## config.mk

```make
export PLATFORM = sky130hd
export DESIGN_NAME = acc_flag_unit
export DESIGN_NICKNAME = d
export VERILOG_FILES = /design/src/rtl/acc_pkg.sv /design/src/rtl/acc_addsub.sv /design/src/rtl/acc_parity.sv /design/src/rtl/acc_carry_logic.sv /design/src/rtl/acc_flag_unit.sv
export SDC_FILE = /design/constraint.sdc
export NUM_CORES = 1
export LEC_CHECK = 0
export ABC_CLOCK_PERIOD_IN_PS = 5950
export CORE_MARGIN = 2
export CORE_UTILIZATION = 29
export CTS_BUF_LIST = sky130_fd_sc_hd__clkbuf_8
export DETAILED_ROUTE_END_ITERATION = 6
export DONT_BUFFER_PORTS = 1
export GPL_TIMING_DRIVEN = 0
export HOLD_SLACK_MARGIN = 0.06
export PLACE_DENSITY = 0.54
export SLEW_MARGIN = 25
export SYNTH_ARGS = -nofsm -noshare
export SYNTH_HDL_FRONTEND = slang
export SYNTH_HIERARCHICAL = 1
export SYNTH_SLANG_ARGS = --single-unit
```

## constraint.sdc

```tcl
create_clock -name clk -period 5.95 [get_ports clk]
set_clock_uncertainty 0.1 [all_clocks]
set_input_delay 1.19 -clock clk [delete_from_list [all_inputs] [get_ports clk]]
set_output_delay 1.19 -clock clk [all_outputs]
set_load 0.005 [all_outputs]
```

## src/rtl/acc_pkg.sv

```systemverilog
package acc_pkg;

    localparam int ACC_W = 8;
    localparam int NIB_W = 4;

    typedef enum logic [2:0] {
        OP_NOP  = 3'd0,
        OP_LOAD = 3'd1,
        OP_ADD  = 3'd2,
        OP_ADDC = 3'd3,
        OP_SUBB = 3'd4,
        OP_ANDC = 3'd5,
        OP_ORC  = 3'd6,
        OP_RSV  = 3'd7
    } op_e;

    typedef struct packed {
        logic cy;
        logic ac;
        logic ov;
    } flags_t;

    function automatic logic is_arith(op_e op);
        return (op == OP_ADD) || (op == OP_ADDC) || (op == OP_SUBB);
    endfunction

    function automatic logic uses_carry_in(op_e op);
        return (op == OP_ADDC) || (op == OP_SUBB);
    endfunction

endpackage

```

## src/rtl/acc_addsub.sv

```systemverilog
module acc_addsub #(
    parameter int DATA_W = acc_pkg::ACC_W,
    parameter int LOW_W  = acc_pkg::NIB_W
) (
    input  logic              [DATA_W-1:0] a,
    input  logic              [DATA_W-1:0] b,
    input  logic                           sub,
    input  logic                           cin,
    output logic              [DATA_W-1:0] result,
    output acc_pkg::flags_t                flags
);
    localparam int TOP_W = DATA_W - 1;

    logic [DATA_W-1:0] b_eff;
    logic              c0;
    logic [LOW_W:0]    low_sum;
    logic [TOP_W:0]    top_sum;
    logic [DATA_W:0]   full_sum;
    logic              c_into_msb;
    logic              c_out;

    always_comb begin
        b_eff      = sub ? ~b : b;
        c0         = sub ? ~cin : cin;
        low_sum    = {1'b0, a[LOW_W-1:0]} + {1'b0, b_eff[LOW_W-1:0]} + {{LOW_W{1'b0}}, c0};
        top_sum    = {1'b0, a[TOP_W-1:0]} + {1'b0, b_eff[TOP_W-1:0]} + {{TOP_W{1'b0}}, c0};
        full_sum   = {1'b0, a} + {1'b0, b_eff} + {{DATA_W{1'b0}}, c0};
        c_into_msb = top_sum[TOP_W];
        c_out      = full_sum[DATA_W];
        result     = full_sum[DATA_W-1:0];
        flags.cy   = sub ? ~c_out : c_out;
        flags.ac   = sub ? ~low_sum[LOW_W] : low_sum[LOW_W];
        flags.ov   = c_into_msb ^ c_out;
    end
endmodule

```

## src/rtl/acc_parity.sv

```systemverilog
module acc_parity #(
    parameter int DATA_W = acc_pkg::ACC_W
) (
    input  logic [DATA_W-1:0] d,
    output logic              p
);
    logic [DATA_W:0] chain;
    assign chain[0] = 1'b0;
    for (genvar gi = 0; gi < DATA_W; gi++) begin : g_xor
        assign chain[gi+1] = chain[gi] ^ d[gi];
    end
    assign p = chain[DATA_W];
endmodule

```

## src/rtl/acc_carry_logic.sv

```systemverilog
module acc_carry_logic (
    input  logic cy_now,
    input  logic bit_in,
    input  logic use_or,
    output logic cy_next
);
    always_comb begin
        cy_next = use_or ? (cy_now | bit_in) : (cy_now & bit_in);
    end
endmodule

```

## src/rtl/acc_flag_unit.sv

```systemverilog
module acc_flag_unit #(
    parameter int DATA_W = acc_pkg::ACC_W
) (
    input  logic              clk,
    input  logic              rst,
    input  logic              op_valid,
    input  logic [2:0]        op_code,
    input  logic [DATA_W-1:0] operand,
    input  logic              bit_in,
    output logic [DATA_W-1:0] acc,
    output logic              cy,
    output logic              ac,
    output logic              ov,
    output logic              par
);
    import acc_pkg::*;

    op_e               op;
    logic [DATA_W-1:0] acc_q;
    flags_t            flg_q;
    logic [DATA_W-1:0] sum_res;
    flags_t            sum_flg;
    logic              cy_logic;

    assign op = op_e'(op_code);

    acc_addsub #(.DATA_W(DATA_W)) u_addsub (
        .a      (acc_q),
        .b      (operand),
        .sub    (op == OP_SUBB),
        .cin    (uses_carry_in(op) ? flg_q.cy : 1'b0),
        .result (sum_res),
        .flags  (sum_flg)
    );

    acc_carry_logic u_cylogic (
        .cy_now  (flg_q.cy),
        .bit_in  (bit_in),
        .use_or  (op == OP_ORC),
        .cy_next (cy_logic)
    );

    acc_parity #(.DATA_W(DATA_W)) u_par (
        .d (acc_q),
        .p (par)
    );

    always_ff @(posedge clk) begin
        if (rst) begin
            acc_q <= '0;
            flg_q <= '0;
        end else if (op_valid) begin
            unique case (op)
                OP_LOAD: acc_q <= operand;
                OP_ADD, OP_ADDC, OP_SUBB: begin
                    acc_q <= sum_res;
                    flg_q <= sum_flg;
                end
                OP_ANDC, OP_ORC: flg_q.cy <= cy_logic;
                default: ;
            endcase
        end
    end

    assign acc = acc_q;
    assign cy  = flg_q.cy;
    assign ac  = flg_q.ac;
    assign ov  = flg_q.ov;

    // reset state
    a_r1_reset_clears: assert property (@(posedge clk)
        rst |=> (acc == '0) && !cy && !ac && !ov);

    // even parity over accumulator plus parity bit
    a_r7_even_parity: assert property (@(posedge clk) disable iff (rst)
        (($countones(acc) + int'(par)) % 2) == 0);

    // plain add result and carry
    a_r2_add_sum: assert property (@(posedge clk) disable iff (rst)
        (op_valid && op_code == 3'd2) |=>
        ({cy, acc} == ({1'b0, $past(acc)} + {1'b0, $past(operand)})));

    // load keeps flags
    a_r8_load_keeps_flags: assert property (@(posedge clk) disable iff (rst)
        (op_valid && op_code == 3'd1) |=>
        (acc == $past(operand)) && $stable({cy, ac, ov}));

    // carry AND
    a_r9_carry_and: assert property (@(posedge clk) disable iff (rst)
        (op_valid && op_code == 3'd5) |=>
        (cy == ($past(cy) & $past(bit_in))) && $stable({acc, ac, ov}));

    // carry OR
    a_r10_carry_or: assert property (@(posedge clk) disable iff (rst)
        (op_valid && op_code == 3'd6) |=>
        (cy == ($past(cy) | $past(bit_in))) && $stable({acc, ac, ov}));

    // idle or reserved codes hold all state
    a_r11_idle_holds: assert property (@(posedge clk) disable iff (rst)
        (!op_valid || op_code == 3'd0 || op_code == 3'd7) |=>
        $stable({acc, cy, ac, ov}));
endmodule

```

# ---- Yosys cells after proc, flatten, opt, wreduce, memory -nomap -nowiden
# Index checks and enable logic that the tools add are counted.
dict set report classes {
  addsub 6
  eq_ne 6
  muxes 8
  bitwise 14
  reduce_logical 8
}
# cell count
set op_table {}
lappend op_table {{8-bit one-hot mux with 2 select lines} 1}
lappend op_table {{8-bit by 8-bit adder with 9-bit output} 1}
lappend op_table {{9-bit by 1-bit adder with 9-bit output} 1}
lappend op_table {{3-bit == test (second input constant)} 3}
lappend op_table {{7-bit by 7-bit adder with 8-bit output} 1}
lappend op_table {{8-bit by 1-bit adder with 8-bit output} 1}
lappend op_table {{8-bit two-way mux} 1}
lappend op_table {{8-bit inverter} 1}
lappend op_table {{1-bit bitwise XOR} 8}
lappend op_table {{3-bit by 2-bit == test with 1-bit output (second input constant)} 2}
lappend op_table {{2-bit AND reduction} 3}
lappend op_table {{4-bit by 4-bit adder with 5-bit output} 1}
lappend op_table {{5-bit by 1-bit adder with 5-bit output} 1}
lappend op_table {{1-bit two-way mux} 5}
lappend op_table {{2-bit nonzero test} 2}
lappend op_table {{3-bit by 1-bit == test with 1-bit output (second input constant)} 1}
lappend op_table {{1-bit inverter} 3}
lappend op_table {{3-bit OR reduction} 1}
lappend op_table {{1-bit one-hot mux with 2 select lines} 1}
lappend op_table {{2-bit OR reduction} 1}
lappend op_table {{1-bit AND} 1}
lappend op_table {{1-bit logical OR} 1}
lappend op_table {{1-bit OR} 1}
dict set report totals {
  regBits 11
  output_inout_bits 12
  elab_cells 46
}

# ---- Logic depth before layout (Yosys ltp)
dict set report logic_depth {
  ltp_word 9
  mapped_depth 14
  depth_no_buf 13
}

# ---- Modules after synthesis
# The synthesis kept the hierarchy.
# mod n_inst cells_each area_each_um2 seq_area_each_um2
set modules_own_cells {}
lappend modules_own_cells {acc_flag_unit 1 91 803.3 220.2}
lappend modules_own_cells {acc_addsub 1 54 444.2 0.0}
lappend modules_own_cells {acc_parity 1 7 61.3 0.0}
lappend modules_own_cells {acc_carry_logic 1 1 11.3 0.0}

# ---- Least setup slack after synthesis
# Ideal clock, no wire load.
dict set report synth_path {
  kind {input to register}
  start {in op_code[0]}
  end {reg acc_q[6], in the netlist acc[6]}
  setup_ns 0.096
  arrival_time_ns 3.901
  slack_ns 1.854
  stages 11
  cell_sequence {nor3b_2 -> buf_2 -> xor2_1 -> fa_1 -> fa_1 -> nand3_1 -> a21boi_0 -> o311ai_0 -> inv_1 -> a211o_1 -> a221oi_1}
}
dict set report synth_between {
  elab_chain_len 7
  elab_cells_between_ends 15
}
# element line_no
set synth_lines {}
lappend synth_lines {{start: declaration} acc_flag_unit.sv:7} ;# input logic [2:0] op_code,
lappend synth_lines {{parallel branches: the longest is 5 deep, another holds 8-bit by 8-bit adder with 9-bit output} n/a}
lappend synth_lines {{9-bit by 1-bit adder with 9-bit output *} acc_addsub.sv:27} ;# full_sum = {1'b0, a} + {1'b0, b_eff} + {{DATA_W{1'b0}}, c0};
lappend synth_lines {{net sum_res[6]} acc_flag_unit.sv:21} ;# logic [DATA_W-1:0] sum_res;
lappend synth_lines {{8-bit one-hot mux with 2 select lines *} acc_flag_unit.sv:53} ;# unique case (op)
lappend synth_lines {{end signal: assignment} acc_flag_unit.sv:54} ;# OP_LOAD: acc_q <= operand;
lappend synth_lines {{end signal: assignment} acc_flag_unit.sv:56} ;# acc_q <= sum_res;
lappend synth_lines {{end: declaration} acc_flag_unit.sv:19} ;# logic [DATA_W-1:0] acc_q;
# Mark *: on every way through the listed nets, which the timed path passes.
# A chain may end at the register's enable or synchronous reset.

# ---- Worst setup path after layout
dict set report layout_path {
  start {in op_code[2]}
  end {reg acc_q[6], in the netlist acc[6]}
}
# Same word-level chain as after synthesis.

==> impl_metrics.py <==
metrics = {
    "run_status": {
        "status": "finished clean",
    },
    "clock_network": {
        "cts_inserted_buffers": 3,
        "clockRootBuffer": "clkbuf_8",
        "hold_buffers": 0,
        "clkSinkCount": 11,
        "clkTransAtPathRegs_ps": 50,
        "insertion_delay_ps": 240,
        "h-tree-depth": 1,
        "tritoncts": "yes",
        "post-cts-setup-buffers": 0,
        "clock_path_buffers": 2,
        "ctsResizeCount": 0,
    },
    "power": {
        "pwr-share-seq": 0.303,
        "swShare": 0.374,
        "pwr-share-comb": 0.445,
        "power_switching_mw": 0.111,
        "internal_power_mw": 0.185,
        "p_leak_nw": 0.640,
        "finalPower_mw": 0.296,
        "powerDensity_nw_per_um2": 207,
        "vdd_drop_max_v": 0.000103,
        "clkPwrFrac": 0.252,
    },
    "sta": {
        "final_hold_viol_count": 0,
        "period_share": 0.734,
        "slew_headroom": 0.608,
        "finalWorstPathRequiredPeriod_ps": 4370,
        "fmax_mhz": 229,
        "fin_ws_ps": 1580,
        "tightestPinTransition_ps": 588,
        "setup_viol": 0,
        "rsz0062_at_grt": "no",
        "slew_violations": 0,
        "fin_tns_setup_ps": 0,
    },
    "place": {
        "port_buffers": 0,
        "placed_cell_area_um2": 1390,
        "dp_slack_ps": 1350,
        "dp_hpwl_um": 2790,
        "dp_cells": 205,
        "gp_congestion": 0.785,
    },
    "grt": {
        "grt_max_degree": 11,
        "grt_first_pass_wirelength_um": 5940,
        "grt_pass1_vias": 1217,
        "antenna_found_initial": 0,
        "grt_use_total": 0.147,
        "gr-total-overflow": 0,
    },
    "cells_and_area": {
        "final_common_cell": "inv_1",
        "final_cell_mix": "inv_1, nor4b_1, xnor2_1, xor2_1, dfxtp_1",
        "layout-drive-gt1-share": 0.115,
        "antenna_cells": 0,
        "final_cells": 209,
        "finalInstanceArea_um2": 1430,
        "syn_to_final_growth_pct": 8.34,
        "nNetsFinal": 182,
    },
    "floorplanning": {
        "io_pins": 27,
        "core_um2": 4380,
        "num_rows": 24,
        "start_util": 0.301,
        "die-area_um2": 5110,
        "die_h_um": 71.5,
        "fp.dieW_um": 71.5,
    },
    "critical_path": {
        "worst-setup-path-type": "primary input to register",
        "cp-start-kind": "primary input",
        "path_max_fanout": 10,
        "cp.arrival_ps": 4410,
        "worstPathRequired_ps": 5990,
        "end_kind": "register",
    },
    "logic_synthesis": {
        "syn-cell-area_um2": 1320,
        "synth_ff_type": "dfxtp_1",
        "synth_cell_types": 38,
        "syn_nets": 177,
        "synth_warnings": 6,
        "synth-edff-count": 0,
        "synthArstFlopShare": 0,
        "syn_inst": 153,
        "yosysSeqAreaShare": 0.167,
        "syn_area_per_cell_um2": 8.63,
        "synth-seq-cells": 11,
    },
    "worst_hold_path": {
        "min_path_type": "register to register",
    },
    "routing": {
        "drcViolationCount": 0,
        "vias": 1186,
        "drt_first_pass_iters": 4,
        "ant_nets": 0,
        "wirelength_um": 3520,
        "vias_per_cell": 5.67,
        "wl_per_cell_um": 16.8,
        "drt-initial-drc-count": 107,
    },
    "job": {
        "maxCapViolCount": 0,
    },
}
## state kept, by name, indices dropped and copies added (netlist names)
signal  flops
ac          1
acc         8
cy          1
ov          1
## layer usage
| layer | track usage | share of wire | up-vias | wire (µm) |
|---|---|---|---|---|
| li1 | - | - | 570 | - |
| met5 | 0 | 0 | - | 0 |
| met1 | 0.175 | 0.41 | 573 | 1430 |
| met2 | 0.258 | 0.51 | 37 | 1800 |
| met3 | 0.0450 | 0.074 | 6 | 260 |
| met4 | 0.0335 | 0.0097 | 0 | 34 |
## critical path, cell delays in order
cell      delay [ps]
clkbuf_1         290
inv_1            130
and3_1           200
o21a_1           180
xor2_1           150
fa_1             450
fa_1             420
nand3_1          100
a21boi_0         140
o311ai_0         560
inv_1             90
a211o_1          280
a221oi_1         230
## synth_stat cells (all sizes together) (3+ instances only)
library cell,number,area share
nor2,4,0.011
a21o,3,0.017
buf,7,0.041
xnor2,12,0.080
nor4b,16,0.11
ha,7,0.066
nand2b,5,0.024
a21oi,5,0.019
dfxtp,11,0.17
xor2,12,0.080
a211o,9,0.060
o21ai,4,0.018
inv,19,0.054
a221oi,9,0.074
clkbuf,3,0.0085
## path summary, 6_finish.rpt
kind	startpoint	endpoint	slack, ps	cells past startpoint
min reg2reg	ov	ov	400	2
max reg2reg	cy	acc[6]	2840	10
max	op_code[2]	acc[6]	1580	13
min	ov	ov	400	2
## stage by stage
stage,hold WS (ps),util
after global placement,381,0.316
after global routing,446,0.326
after CTS,408,0.326
final,400,0.326
after floorplan,364,-
after detailed placement,397,0.316
## layout make-up
class,instances,area (µm²)
buffer,10,65.1
clock buffer,3,41.3
fill,484,2950
clock inverter,1,3.75
inverter,19,71.3
tap,52,65.1
sequential,11,220
multi-input combinational,113,963
## power by group through the flow
stage               clock network [mW]  registers (mW)  logic [mW]
detailed placement                   0          0.0917       0.131
floorplan                            0          0.0884       0.108
finish                          0.0746          0.0897       0.132
global placement                     0          0.0916       0.126
CTS                             0.0784          0.0901       0.131
global route                    0.0815          0.0911       0.147
## logic make-up (layout without fill, tap and decap cells)
family	Yosys count	in the layout	synth area share
muxes	2	2	0.0152
xor gates and xnor gates	24	24	0.159
adders and majority gates	10	10	0.105
buffers and inverters	29	33	0.103
and+or+nand+nor	36	36	0.194
AOI/OAI and AO/OA	41	41	0.256
DFF	11	11	0.167
Power figures use the tool's default switching activity.
